### src/rtl/lane_txeq_pkg.sv
package lane_txeq_pkg;

    localparam int DATA_W    = 32;
    localparam int WIN_BYTES = 64;
    localparam int ADDR_W    = $clog2(WIN_BYTES);
    localparam int COEF_W    = 6;

    localparam logic [DATA_W-1:0] EQ_BASE   = 32'h2420_0000;
    localparam int                PRE_SHIFT  = 22;
    localparam int                POST_SHIFT = 16;
    localparam int                MAIN_SHIFT = 8;

    localparam int RST_LO = 21;
    localparam int RST_HI = 22;
    localparam logic [DATA_W-1:0] RST_FIELD =
        ((DATA_W'(1) << (RST_HI - RST_LO + 1)) - DATA_W'(1)) << RST_LO;

    localparam logic [ADDR_W-1:0] OFS_GCTL = ADDR_W'(8'h00);
    localparam logic [ADDR_W-1:0] OFS_TXEQ = ADDR_W'(8'h18);

    typedef enum logic [3:0] {
        ST_IDLE,
        ST_RD_HOLD,
        ST_WR_HOLD,
        ST_WT_HOLD,
        ST_WR_EQ,
        ST_WT_EQ,
        ST_RD_FREE,
        ST_WR_FREE,
        ST_WT_FREE,
        ST_FINISH
    } seq_state_e;

    typedef struct packed {
        seq_state_e        state;
        logic              hold;
        logic [DATA_W-1:0] word;
        logic [DATA_W-1:0] snap;
    } seq_regs_t;

endpackage

### src/rtl/lane_txeq_word.sv
module lane_txeq_word
    import lane_txeq_pkg::*;
#(
    parameter int PRE_W  = 4,
    parameter int POST_W = 5,
    parameter int MAIN_W = 6
) (
    input  logic [COEF_W-1:0] pre_i,
    input  logic [COEF_W-1:0] post_i,
    input  logic [COEF_W-1:0] main_i,
    output logic [DATA_W-1:0] word_o
);

    localparam logic [COEF_W-1:0] PRE_MASK  = COEF_W'((1 << PRE_W) - 1);
    localparam logic [COEF_W-1:0] POST_MASK = COEF_W'((1 << POST_W) - 1);
    localparam logic [COEF_W-1:0] MAIN_MASK = COEF_W'((1 << MAIN_W) - 1);

    logic [DATA_W-1:0] pre_f, post_f, main_f;

    always_comb begin
        pre_f  = DATA_W'(pre_i  & PRE_MASK)  << PRE_SHIFT;
        post_f = DATA_W'(post_i & POST_MASK) << POST_SHIFT;
        main_f = DATA_W'(main_i & MAIN_MASK) << MAIN_SHIFT;
        word_o = EQ_BASE | pre_f | post_f | main_f;
    end

endmodule

### src/rtl/lane_txeq_timer.sv
module lane_txeq_timer #(
    parameter int CYC_PER_US = 125
) (
    input  logic clk,
    input  logic rst_n,
    input  logic load_i,
    output logic expired_o
);

    localparam int CNT_W = (CYC_PER_US > 1) ? $clog2(CYC_PER_US) : 1;
    localparam logic [CNT_W-1:0] LOAD_VAL = CNT_W'(CYC_PER_US - 1);

    logic [CNT_W-1:0] cnt_d, cnt_q;

    always_comb begin
        cnt_d = cnt_q;
        if (load_i) begin
            cnt_d = LOAD_VAL;
        end else if (cnt_q != '0) begin
            cnt_d = cnt_q - CNT_W'(1);
        end
    end

    always_ff @(posedge clk or negedge rst_n) begin
        if (!rst_n) begin
            cnt_q <= '0;
        end else begin
            cnt_q <= cnt_d;
        end
    end

    assign expired_o = (cnt_q == '0);

endmodule

### src/rtl/lane_txeq_rmw.sv
module lane_txeq_rmw
    import lane_txeq_pkg::*;
(
    input  logic [DATA_W-1:0] old_i,
    input  logic              release_i,
    output logic [DATA_W-1:0] new_o
);

    always_comb begin
        if (release_i) begin
            new_o = old_i | RST_FIELD;
        end else begin
            new_o = old_i & ~RST_FIELD;
        end
    end

endmodule

### src/rtl/lane_txeq_seq.sv
module lane_txeq_seq
    import lane_txeq_pkg::*;
#(
    parameter int CYC_PER_US = 125,
    parameter int PRE_W      = 4,
    parameter int POST_W     = 5,
    parameter int MAIN_W     = 6
) (
    input  logic              clk,
    input  logic              rst_n,
    input  logic              start_i,
    input  logic              hold_rst_i,
    input  logic [5:0]        pre_i,
    input  logic [5:0]        post_i,
    input  logic [5:0]        main_i,
    output logic              busy_o,
    output logic              done_o,
    output logic              bus_en_o,
    output logic              bus_wr_o,
    output logic [5:0]        bus_addr_o,
    output logic [31:0]       bus_wdata_o,
    input  logic [31:0]       bus_rdata_i
);

    seq_regs_t         r_d, r_q;
    logic [DATA_W-1:0] word_new;
    logic [DATA_W-1:0] rmw_val;
    logic              rmw_release;
    logic              tmr_load;
    logic              tmr_expired;

    lane_txeq_word #(
        .PRE_W  (PRE_W),
        .POST_W (POST_W),
        .MAIN_W (MAIN_W)
    ) i_word (
        .pre_i  (pre_i),
        .post_i (post_i),
        .main_i (main_i),
        .word_o (word_new)
    );

    lane_txeq_timer #(
        .CYC_PER_US (CYC_PER_US)
    ) i_timer (
        .clk       (clk),
        .rst_n     (rst_n),
        .load_i    (tmr_load),
        .expired_o (tmr_expired)
    );

    assign rmw_release = (r_q.state == ST_WR_FREE);

    lane_txeq_rmw i_rmw (
        .old_i     (r_q.snap),
        .release_i (rmw_release),
        .new_o     (rmw_val)
    );

    always_comb begin
        r_d         = r_q;
        tmr_load    = 1'b0;
        bus_en_o    = 1'b0;
        bus_wr_o    = 1'b0;
        bus_addr_o  = OFS_GCTL;
        bus_wdata_o = '0;
        done_o      = 1'b0;

        unique case (r_q.state)
            ST_IDLE: begin
                if (start_i) begin
                    r_d.word  = word_new;
                    r_d.hold  = hold_rst_i;
                    r_d.state = hold_rst_i ? ST_RD_HOLD : ST_WR_EQ;
                end
            end
            ST_RD_HOLD: begin
                bus_en_o  = 1'b1;
                r_d.snap  = bus_rdata_i;
                r_d.state = ST_WR_HOLD;
            end
            ST_WR_HOLD: begin
                bus_en_o    = 1'b1;
                bus_wr_o    = 1'b1;
                bus_wdata_o = rmw_val;
                tmr_load    = 1'b1;
                r_d.state   = ST_WT_HOLD;
            end
            ST_WT_HOLD: begin
                if (tmr_expired) begin
                    r_d.state = ST_WR_EQ;
                end
            end
            ST_WR_EQ: begin
                bus_en_o    = 1'b1;
                bus_wr_o    = 1'b1;
                bus_addr_o  = OFS_TXEQ;
                bus_wdata_o = r_q.word;
                tmr_load    = 1'b1;
                r_d.state   = ST_WT_EQ;
            end
            ST_WT_EQ: begin
                if (tmr_expired) begin
                    r_d.state = r_q.hold ? ST_RD_FREE : ST_FINISH;
                end
            end
            ST_RD_FREE: begin
                bus_en_o  = 1'b1;
                r_d.snap  = bus_rdata_i;
                r_d.state = ST_WR_FREE;
            end
            ST_WR_FREE: begin
                bus_en_o    = 1'b1;
                bus_wr_o    = 1'b1;
                bus_wdata_o = rmw_val;
                tmr_load    = 1'b1;
                r_d.state   = ST_WT_FREE;
            end
            ST_WT_FREE: begin
                if (tmr_expired) begin
                    r_d.state = ST_FINISH;
                end
            end
            ST_FINISH: begin
                done_o    = 1'b1;
                r_d.state = ST_IDLE;
            end
            default: begin
                r_d.state = ST_IDLE;
            end
        endcase
    end

    always_ff @(posedge clk or negedge rst_n) begin
        if (!rst_n) begin
            r_q <= '{state: ST_IDLE, hold: 1'b0, word: '0, snap: '0};
        end else begin
            r_q <= r_d;
        end
    end

    assign busy_o = (r_q.state != ST_IDLE);

endmodule

### config.mk
export PLATFORM = sky130hd
export DESIGN_NAME = lane_txeq_seq
export DESIGN_NICKNAME = d
export VERILOG_FILES = /design/src/rtl/lane_txeq_pkg.sv /design/src/rtl/lane_txeq_word.sv /design/src/rtl/lane_txeq_timer.sv /design/src/rtl/lane_txeq_rmw.sv /design/src/rtl/lane_txeq_seq.sv
export SDC_FILE = /design/constraint.sdc
export NUM_CORES = 1
export LEC_CHECK = 0
export BUFFER_PORTS_ARGS = -buffer_cell sky130_fd_sc_hd__buf_2
export CORE_MARGIN = 4
export CORE_UTILIZATION = 40
export DETAILED_ROUTE_END_ITERATION = 7
export GPL_ROUTABILITY_DRIVEN = 0
export GPL_TIMING_DRIVEN = 0
export PLACE_DENSITY = 0.66
export SLEW_MARGIN = 20
export SYNTH_ARGS = -nofsm -noshare
export SYNTH_HDL_FRONTEND = slang
export SYNTH_SLANG_ARGS = --single-unit
### constraint.sdc
create_clock -name clk -period 2.2 [get_ports clk]
set_input_delay 0.22 -clock clk [delete_from_list [all_inputs] [get_ports clk]]
set_output_delay 0.22 -clock clk [all_outputs]
set_load 0.01 [all_outputs]
==> flow_metrics.env, run 1 <==
export IMPL_initial_core_util_pct=41.21
export IMPL_setup_worst_path_start_class="register"
export IMPL_synthArstFlopShare_pct=100.0
export IMPL_slew_violations=0
export IMPL_reg2reg_slack_ps=290
export IMPL_min_path_cells=2
export IMPL_fp_dieArea_um2=8444
export IMPL_fin_skew_ps=6.489
export IMPL_fp_dieH_um=91.89
export IMPL_r2r_start="r_q[65]$_DFFE_PN0P_"
export IMPL_routedWlPerCell_um=14.88
export IMPL_whs_endpoint="r_q[26]$_DFFE_PN0P_"
export IMPL_syn_area_per_cell_um2=12.08
export IMPL_setup_viol=2
export IMPL_cts_buffers=9
export IMPL_register_area_um2=1451
export IMPL_antenna_found_initial=0
export IMPL_yosysUniqueCellTypes=44
export IMPL_fin_crit_ps=2212
export IMPL_clock_sinks=58
export IMPL_hold_violations=0
export IMPL_coreArea_um2=6832
export IMPL_tns_ps=-15.37
export IMPL_io_buffers=86
export IMPL_synth_edff_count=0
export IMPL_clk_pin_slew_ps=60
export IMPL_max_cap_violations=0
export IMPL_p_per_area_nw_per_um2=1528
export IMPL_yosysSeqAreaShare_pct=51.56
export IMPL_yosysMostFrequentCell="dfrtp_1"
export IMPL_path_cells="buf_2 -> xor2_1 -> nor3_2 -> buf_4 -> a22o_1 -> buf_2"
export IMPL_worstPathArrival_ps=1990
export IMPL_slowest_stage="dfrtp_1"
export IMPL_crit_required_ps=1980
export IMPL_synth_top_family_by_area="multiplexers"
export IMPL_fillCellCount=647
export IMPL_synth_top_area_share_pct=51.56
export IMPL_fin_crit_sh_pct=100.5
export IMPL_crit_top_cell="buf_2"
export IMPL_multi_input_area_um2=1237
export IMPL_cts_root_buf="clkbuf_8"
export IMPL_synth_mux_area_share_pct=18.76
export IMPL_rsz0062_at_grt="yes"
export IMPL_insertion_delay_ps=330
export IMPL_ctsHtreeMaxLevel=3
export IMPL_fin_ws_ps=-11.52
export IMPL_n_antenna_cell=0
export IMPL_ys_warn_count=0
export IMPL_hpwl_um=4683
export IMPL_final_nets=394
export IMPL_grt_pass1_vias=2237
export IMPL_vias_per_cell=4.925
export IMPL_synthToLayoutAreaGrowth_pct=28.98
export IMPL_gr_total_overflow=0
export IMPL_fmax_ghz=0.4522
export IMPL_hold_path_class="input pin to register"
export IMPL_grt_pass1_wl_um=11210
export IMPL_ys_ff_latch=58
export IMPL_status="finished with violations"
export IMPL_cp_end_kind="output pin"
export IMPL_drive_gt1_share_pct=49.42
export IMPL_ys_flop_type="dfrtp_1"
export IMPL_power_leakage_nw=1.756
export IMPL_synthAdderAreaFrac_pct=0.8889
export IMPL_drt_pass1_iterations=4
export IMPL_die_x_um=91.89
export IMPL_num_vias=2157
export IMPL_max_slew_margin_rel_pct=52.41
export IMPL_io_pins=96
export IMPL_critPathMaxFanout=10
export IMPL_cts_tree="yes"
export IMPL_vdd_ir_drop_worst_mv=0.7004
export IMPL_path_class="register to output pin"
export IMPL_synth_xor_area_share_pct=1.867
export IMPL_violations="setup timing"
export IMPL_reg2reg_depth=6
export IMPL_drt_iter0_drc=124
export IMPL_route_detailed_drc=0
export IMPL_grt_max_degree=59
export IMPL_path_buf_inv=3
export IMPL_synth_top_cell_by_area="dfrtp_1"
export IMPL_tightest_slew_ps=713.9
export IMPL_cp_top_family="buffers and inverters"
export IMPL_track_usage_pct=16.99
export IMPL_routed_wl_um=6518
export IMPL_cpPeakStageDelay_ps=390
export IMPL_min_from="bus_rdata_i[26]"
export IMPL_synth_top_cells_by_count="58 x dfrtp_1, 44 x mux2_2, 16 x a22o_1"
export IMPL_synthesis_instances=233
export IMPL_holdWs_ps=103.8
export IMPL_synth_compound_area_share_pct=9.956
export IMPL_syn_area_um2=2815
export IMPL_r2r_end="r_q[17]$_DFFE_PN0P_"
export IMPL_ys_top_cells_by_area="dfrtp_1 52%, mux2_2 18%, a22o_1 5.0%"
export IMPL_clockBufferDepth=2
export IMPL_rows=30
export IMPL_final_antenna_net_count=0
export IMPL_synthSimpleGateAreaFrac_pct=11.56
==> sequential cells by signal, indices dropped and copies added, names as in the netlist <==
name and count:
i_timer.cnt_q 7, r_q 51
==> cell usage in the layout (no fill, tap or decap), types with 2 or more instances in the layout <==
cell type and count:
o21ai_0 4, nand2b_1 4, or3_1 3, xor2_1 2, conb_1 4, nand4_1 2, o41ai_1 2, nand2_1 12
clkbuf_1 3, clkinv_2 2, a21oi_1 3, buf_4 13, nor4_1 3, xnor2_1 4, ha_1 2, mux2_2 44
buf_6 3, and2_1 14, a22o_1 16, buf_2 90, inv_1 5, dfrtp_1 58, nor3_1 3, mux2_1 2
nor2_1 9, clkbuf_8 10
==> through the flow <==
step,utilization [%],power (mW),setup WS (ps),instance area [um2],instances
after floorplan,-,3.723,461.5,2826,236
after global placement,49.43,4.455,-66.14,3377,418
after detailed placement,49.47,4.541,-40.75,3379,418
after CTS,52.82,5.552,-26.07,3608,436
after global routing,53.15,5.989,-83.80,3631,438
final,53.15,5.549,-11.52,3631,438
==> final cells by class <==
cell class / count / area share, %
tap: 96 / 3.308
multi-input combinational: 153 / 34.08
inverter: 6 / 0.6203
timing repair buffer: 91 / 13.03
sequential: 58 / 39.97
buffer: 19 / 3.894
clock inverter: 3 / 1.103
clock buffer: 12 / 3.997
==> cells by family after synthesis <==
group	count (synthesis)
flops	58
simple gates	59
buf+inv	25
fa+ha+maj	2
mux	47
xor+xnor	6
other cells	1
compound gates	35
==> power by group <==
group | internal, mW | leakage (nW) | switching [mW]
logic | 1.41 | 0.986 | 1.34
clock network | 0.544 | 0.0962 | 0.389
registers | 1.59 | 0.674 | 0.278
==> timing repair <==
action	4_1_cts	5_1_grt
endpoints found under the setup margin	34	32
setup buffers	2	2
pin swaps	1	2
gates resized for setup	6	7
hold buffers	1	0
endpoints found under the hold margin	58	0
==> worst max-delay path by stage <==
stage | from | to | cells past startpoint
after global placement | r_q[68]$_DFFE_PN0P_ | bus_wdata_o[29] | 7
after global routing | r_q[67]$_DFFE_PN0P_ | bus_wdata_o[31] | 6
after CTS | r_q[67]$_DFFE_PN0P_ | bus_wdata_o[26] | 6
final | r_q[67]$_DFFE_PN0P_ | bus_wdata_o[26] | 6
after detailed placement | r_q[68]$_DFFE_PN0P_ | bus_wdata_o[29] | 7
after floorplan | r_q[68]$_DFFE_PN0P_ | bus_wdata_o[10] | 6
==> routing by layer <==
layer / routed length, um / vias up / GRT usage, %
met5: 0 / - / 0
met4: 78 / 0 / 7.426
met3: 573 / 7 / 5.906
met2: 3018 / 80 / 25.67
met1: 2847 / 1038 / 22.04
li1: - / 1032 / -
Note: power is estimated with default switching activity, not from simulation.
==> run 2, diff against run 1 <==
CORE_MARGIN = 5   (was 4)
CTS_BUF_LIST = sky130_fd_sc_hd__clkbuf_8   (was unset)
==> run 2 against run 1 <==
Net effect:
- the run now ends clean
- worst hold slack improved by 4.4 ps
- sequential power about the same
- utilization increased by 1.8 points
- final cell count increased by 1.8%
- critical path type unchanged
==> flow_metrics.env, run 2 (synthesis gave the netlist of run 1 again) <==
export IMPL_status="completed"
export IMPL_final_nets=402
export IMPL_grt_use_met2_pct=26.85
export IMPL_cts_buffers=9
export IMPL_initial_core_util_pct=41.21
export IMPL_grt_max_degree=59
export IMPL_cp_end_kind="output pin"
export IMPL_track_usage_pct=17.05
export IMPL_grt_pass1_vias=2307
export IMPL_pre_cts_slack_ps=-102.2
export IMPL_final_cell_mix="87 x buf_2, 58 x dfrtp_1, 44 x mux2_2, 18 x buf_4, 16 x a22o_1"
export IMPL_max_slew_margin_rel_pct=51.72
export IMPL_clock_sinks=58
export IMPL_largest_register="r_q"
export IMPL_drt_pass1_iterations=4
export IMPL_synthToLayoutAreaGrowth_pct=33.47
export IMPL_drive_gt1_share_pct=51.43
export IMPL_fin_skew_ps=9.615
export IMPL_min_path_cells=2
export IMPL_grt_pass1_wl_um=11550
export IMPL_fin_crit_sh_pct=96.76
export IMPL_n_antenna_cell=0
export IMPL_io_pins=96
export IMPL_setup_worst_path_start_class="register"
export IMPL_drt_iter0_drc=92
export IMPL_final_antenna_net_count=0
export IMPL_worstPathArrival_ps=1910
export IMPL_fp_dieArea_um2=8815
export IMPL_ctsHtreeMaxLevel=3
export IMPL_slew_violations=0
export IMPL_power_leakage_nw=1.814
export IMPL_die_x_um=93.89
export IMPL_holdWs_ps=108.1
export IMPL_fin_ws_ps=71.21
export IMPL_fp_dieH_um=93.89
export IMPL_cts_tree="yes"
export IMPL_num_vias=2239
export IMPL_crit_required_ps=1980
export IMPL_hold_path_class="input pin to register"
export IMPL_route_detailed_drc=0
export IMPL_gr_total_overflow=0
export IMPL_final_common_cell="buf_2"
export IMPL_insertion_delay_ps=330
export IMPL_fin_crit_ps=2129
export IMPL_coreArea_um2=6832
export IMPL_routed_wl_um=7142
export IMPL_max_cap_violations=0
export IMPL_routedWlPerCell_um=16.01
export IMPL_clk_pin_slew_ps=60
export IMPL_grt_util_met3_pct=7.131
export IMPL_io_buffers=86
export IMPL_cts_root_buf="clkbuf_8"
export IMPL_rows=30
export IMPL_rsz0062_at_grt="yes"
export IMPL_top_usage_layer="met2"
export IMPL_vias_per_cell=5.020
export IMPL_p_per_area_nw_per_um2=1559
export IMPL_setup_viol=0
export IMPL_hpwl_um=4830
export IMPL_tns_ps=0
export IMPL_tightest_slew_ps=724.2
export IMPL_largest_register_ffs=51
export IMPL_antenna_found_initial=0
export IMPL_use_met1_pct=21.53
export IMPL_clockBufferDepth=2
export IMPL_reg2reg_depth=5
export IMPL_vdd_ir_drop_worst_mv=0.7158
export IMPL_critPathMaxFanout=10
export IMPL_reg_largest_list="r_q x51, i_timer.cnt_q x7"
export IMPL_path_class="register to output pin"
export IMPL_fmax_ghz=0.4698
export IMPL_fillCellCount=637
export IMPL_hold_violations=0
export IMPL_p_total_mw=5.857
==> run 2: cell types whose count changed in the layout (fill, tap and decap cells not counted), sizes merged <==
cell and change:
buf +7, clkbuf -2, clkinvlp +2, bufinv +1
clkinv -1, inv +1
==> run 2: metal layers <==
layer  vias to the layer above  routed length [um]
met5                         -                   0
met4                         0                  63
met3                         6                 549
met2                        63                3488
met1                      1123                3041
li1                       1047                   -
==> run 2: power by group <==
group | switching (mW) | internal [mW]
combinational | 1.43 | 1.52
clock | 0.423 | 0.625
sequential | 0.265 | 1.59
total | 2.12 | 3.74
==> run 2: what timing repair did <==
action                                  in CTS  in global routing
hold buffers                                 1                  0
setup buffers                                7                  5
endpoints found under the hold margin       58                  0
gates resized for setup                     11                 12
endpoints found under the setup margin      34                 34
pin swaps                                    1                  3
==> run 2: worst paths after layout <==
kind	start	endpoint	slack (ps)
setup / recovery	r_q[67]$_DFFE_PN0P_	bus_wdata_o[29]	70
hold / removal	bus_rdata_i[27]	r_q[27]$_DFFE_PN0P_	110
setup reg to reg	i_timer.cnt_q[4]$_DFFE_PN0P_	r_q[68]$_DFFE_PN0P_	290
hold reg to reg	r_q[27]$_DFFE_PN0P_	r_q[27]$_DFFE_PN0P_	480
max in group asynchronous	rst_n	r_q[16]$_DFFE_PN0P_	1220
min in group asynchronous	rst_n	r_q[41]$_DFFE_PN0P_	510
==> run 2: cell type report <==
cell class / instances / area (um2) / share of cell area (%)
buffer: 19 / 153.9 / 4.096
clock buffer: 9 / 123.9 / 3.297
clock inverter: 6 / 83.83 / 2.231
inverter: 6 / 22.52 / 0.5994
multi-input combinational: 153 / 1249 / 33.23
sequential: 58 / 1451 / 38.63
tap: 96 / 120.1 / 3.197
timing repair buffer: 99 / 553.0 / 14.72
==> run 2: critical path: stages, from the launching register on <==
cell and delay [ps]:
dfrtp_1 380, buf_4 180, xor2_1 180, nor3_4 290
buf_4 240, a22o_1 180, buf_2 140
==> run 2: through the flow <==
| step | std cells | instance area, um2 | utilization (%) |
|---|---|---|---|
| finish | 446 | 3757 | 55.00 |
| global route | 446 | 3757 | 55.00 |
| CTS | 441 | 3695 | 54.08 |
| detailed placement | 418 | 3379 | 49.47 |
| global placement | 418 | 3377 | 49.43 |
| floorplan | 236 | 2826 | - |
==> run 3, diff against run 2 <==
CORE_UTILIZATION = 52   (was 40)
PLACE_DENSITY = 0.82   (was 0.66)
==> run 3 against run 2 <==
Net effect:
- via count fell by 0.58%
- clock-buffer cell count rose by 4
- maximum frequency fell by 0.15%
- combinational power barely moved
- global-route usage rose by 3.1 points
- die area fell by 21%
- final area fell by 1.5%
- wire length fell by 2.4%
- critical path depth rose by 1
- utilization rose by 17 points
- sequential power barely moved
- highest routed layer unchanged
==> flow_metrics.env, run 3 (synthesis gave the netlist of run 1 again) <==
export IMPL_drive_gt1_share_pct=52.14
export IMPL_tns_ps=0
export IMPL_clockBufferDepth=2
export IMPL_max_slew_margin_rel_pct=52.22
export IMPL_cts_root_buf="clkbuf_8"
export IMPL_cpPeakStageDelay_ps=350
export IMPL_power_leakage_nw=1.813
export IMPL_fillCellCount=375
export IMPL_rows=26
export IMPL_vias_per_cell=5.287
export IMPL_insertion_delay_ps=330
export IMPL_crit_required_ps=1980
export IMPL_routedWlPerCell_um=16.56
export IMPL_setup_viol=0
export IMPL_io_buffers=86
export IMPL_num_vias=2226
export IMPL_max_cap_violations=0
export IMPL_hold_violations=0
export IMPL_hold_path_class="input pin to register"
export IMPL_ctsHtreeMaxLevel=3
export IMPL_p_per_area_nw_per_um2=1554
export IMPL_fin_crit_ps=2132
export IMPL_n_antenna_cell=0
export IMPL_track_usage_pct=20.13
export IMPL_fin_crit_sh_pct=96.91
export IMPL_p_total_mw=5.750
export IMPL_clk_pin_slew_ps=60
export IMPL_cp_end_kind="output pin"
export IMPL_utilization_pct=71.55
export IMPL_final_antenna_net_count=0
export IMPL_hpwl_um=4743
export IMPL_cts_tree="yes"
export IMPL_drt_iter0_drc=155
export IMPL_final_common_cell="buf_2"
export IMPL_path_class="register to output pin"
export IMPL_antenna_found_initial=0
export IMPL_routed_wl_um=6971
export IMPL_initial_core_util_pct=54.43
export IMPL_clock_sinks=58
export IMPL_route_detailed_drc=0
export IMPL_holdWs_ps=114.4
export IMPL_gr_total_overflow=0
export IMPL_fmax_ghz=0.4691
export IMPL_largest_register="r_q"
export IMPL_worstPathArrival_ps=1910
export IMPL_slowest_stage="dfrtp_1"
export IMPL_fp_dieH_um=83.58
export IMPL_cts_buffers=9
export IMPL_grt_max_degree=59
export IMPL_tightest_slew_ps=716.7
export IMPL_final_nets=403
export IMPL_critPathMaxFanout=9
export IMPL_largest_register_ffs=51
export IMPL_vdd_ir_drop_worst_mv=0.8674
export IMPL_reg_largest_list="r_q x51, i_timer.cnt_q x7"
export IMPL_drt_pass1_iterations=4
export IMPL_final_cell_mix="88 x buf_2, 58 x dfrtp_1, 44 x mux2_2, 19 x buf_4, 16 x a22o_1"
export IMPL_setup_worst_path_start_class="register"
export IMPL_fin_cells=421
export IMPL_synthToLayoutAreaGrowth_pct=31.47
export IMPL_fp_dieArea_um2=6986
export IMPL_grt_pass1_vias=2317
export IMPL_placed_cells=392
export IMPL_status="completed"
export IMPL_slew_violations=0
export IMPL_die_x_um=83.58
export IMPL_fin_skew_ps=6.955
export IMPL_io_pins=96
export IMPL_coreArea_um2=5172
export IMPL_path_cells="clkbuf_4 -> xor2_2 -> nor3_4 -> buf_4 -> buf_6 -> a22o_1 -> buf_2"
export IMPL_grt_pass1_wl_um=11070
-- run 3: through the flow --
step                      setup WS (ps)  cell area [um2]
after floorplan                   461.5             2826
final                             68.05             3701
after detailed placement          21.13             3347
after global placement            49.13             3344
after CTS                         15.33             3588
after global routing             -40.52             3701
-- run 3: timing repair --
item | in CTS | in global routing
buffers inserted | 3 | 8
gates cloned | 0 | 2
pin swaps | 2 | 2
hold endpoints to repair | 58 | 0
gates resized for setup | 7 | 16
setup endpoints to repair | 34 | 32
hold buffers | 1 | 0
-- run 3: worst paths after layout --
| kind | start | to | slack, ps | cells past startpoint |
|---|---|---|---|---|
| setup / recovery | r_q[65]$_DFFE_PN0P_ | bus_wdata_o[18] | 70 | 7 |
| hold / removal | pre_i[0] | r_q[54]$_DFFE_PN0P_ | 110 | 2 |
| setup reg to reg | r_q[65]$_DFFE_PN0P_ | r_q[19]$_DFFE_PN0P_ | 240 | 6 |
| hold reg to reg | r_q[27]$_DFFE_PN0P_ | r_q[27]$_DFFE_PN0P_ | 480 | 1 |
| max in group asynchronous | rst_n | r_q[66]$_DFFE_PN0P_ | 1240 | 2 |
| min in group asynchronous | rst_n | r_q[0]$_DFFE_PN0P_ | 480 | 2 |
-- run 3: worst max-delay path, delay by kind of cell, from the launching register on --
family | cells | cell delay, ps
buffers and inverters | 4 | 610
flip-flops | 1 | 350
AND/OR/NAND/NOR | 1 | 260
XOR/XNOR | 1 | 200
AO/OA/AOI/OAI | 1 | 140
-- run 3: area by class of cell --
| type | instances | area, um2 | share of cell area, % |
|---|---|---|---|
| clock inverter | 2 | 10.01 | 0.2705 |
| tap | 70 | 87.58 | 2.366 |
| multi-input combinational | 153 | 1256 | 33.94 |
| inverter | 6 | 22.52 | 0.6085 |
| clock buffer | 13 | 178.9 | 4.834 |
| timing repair buffer | 100 | 541.8 | 14.64 |
| sequential | 58 | 1451 | 39.22 |
| buffer | 19 | 152.6 | 4.124 |
-- run 3: power breakdown --
part / leakage (nW) / internal [mW] / total [mW] / switching [mW]
Clock: 0.101 / 0.521 / 0.915 / 0.393
Combinational: 1.04 / 1.53 / 2.97 / 1.44
Sequential: 0.674 / 1.59 / 1.86 / 0.268
Total: 1.81 / 3.65 / 5.75 / 2.10
-- run 3: metal layers --
layer / part of all wire [%] / global-route usage, % / vias up
met5: 0 / 0 / -
met4: 1.2 / 6.725 / 0
met3: 9.2 / 7.996 / 8
met2: 49 / 32.47 / 92
met1: 40 / 24.63 / 1079
li1: - / - / 1047
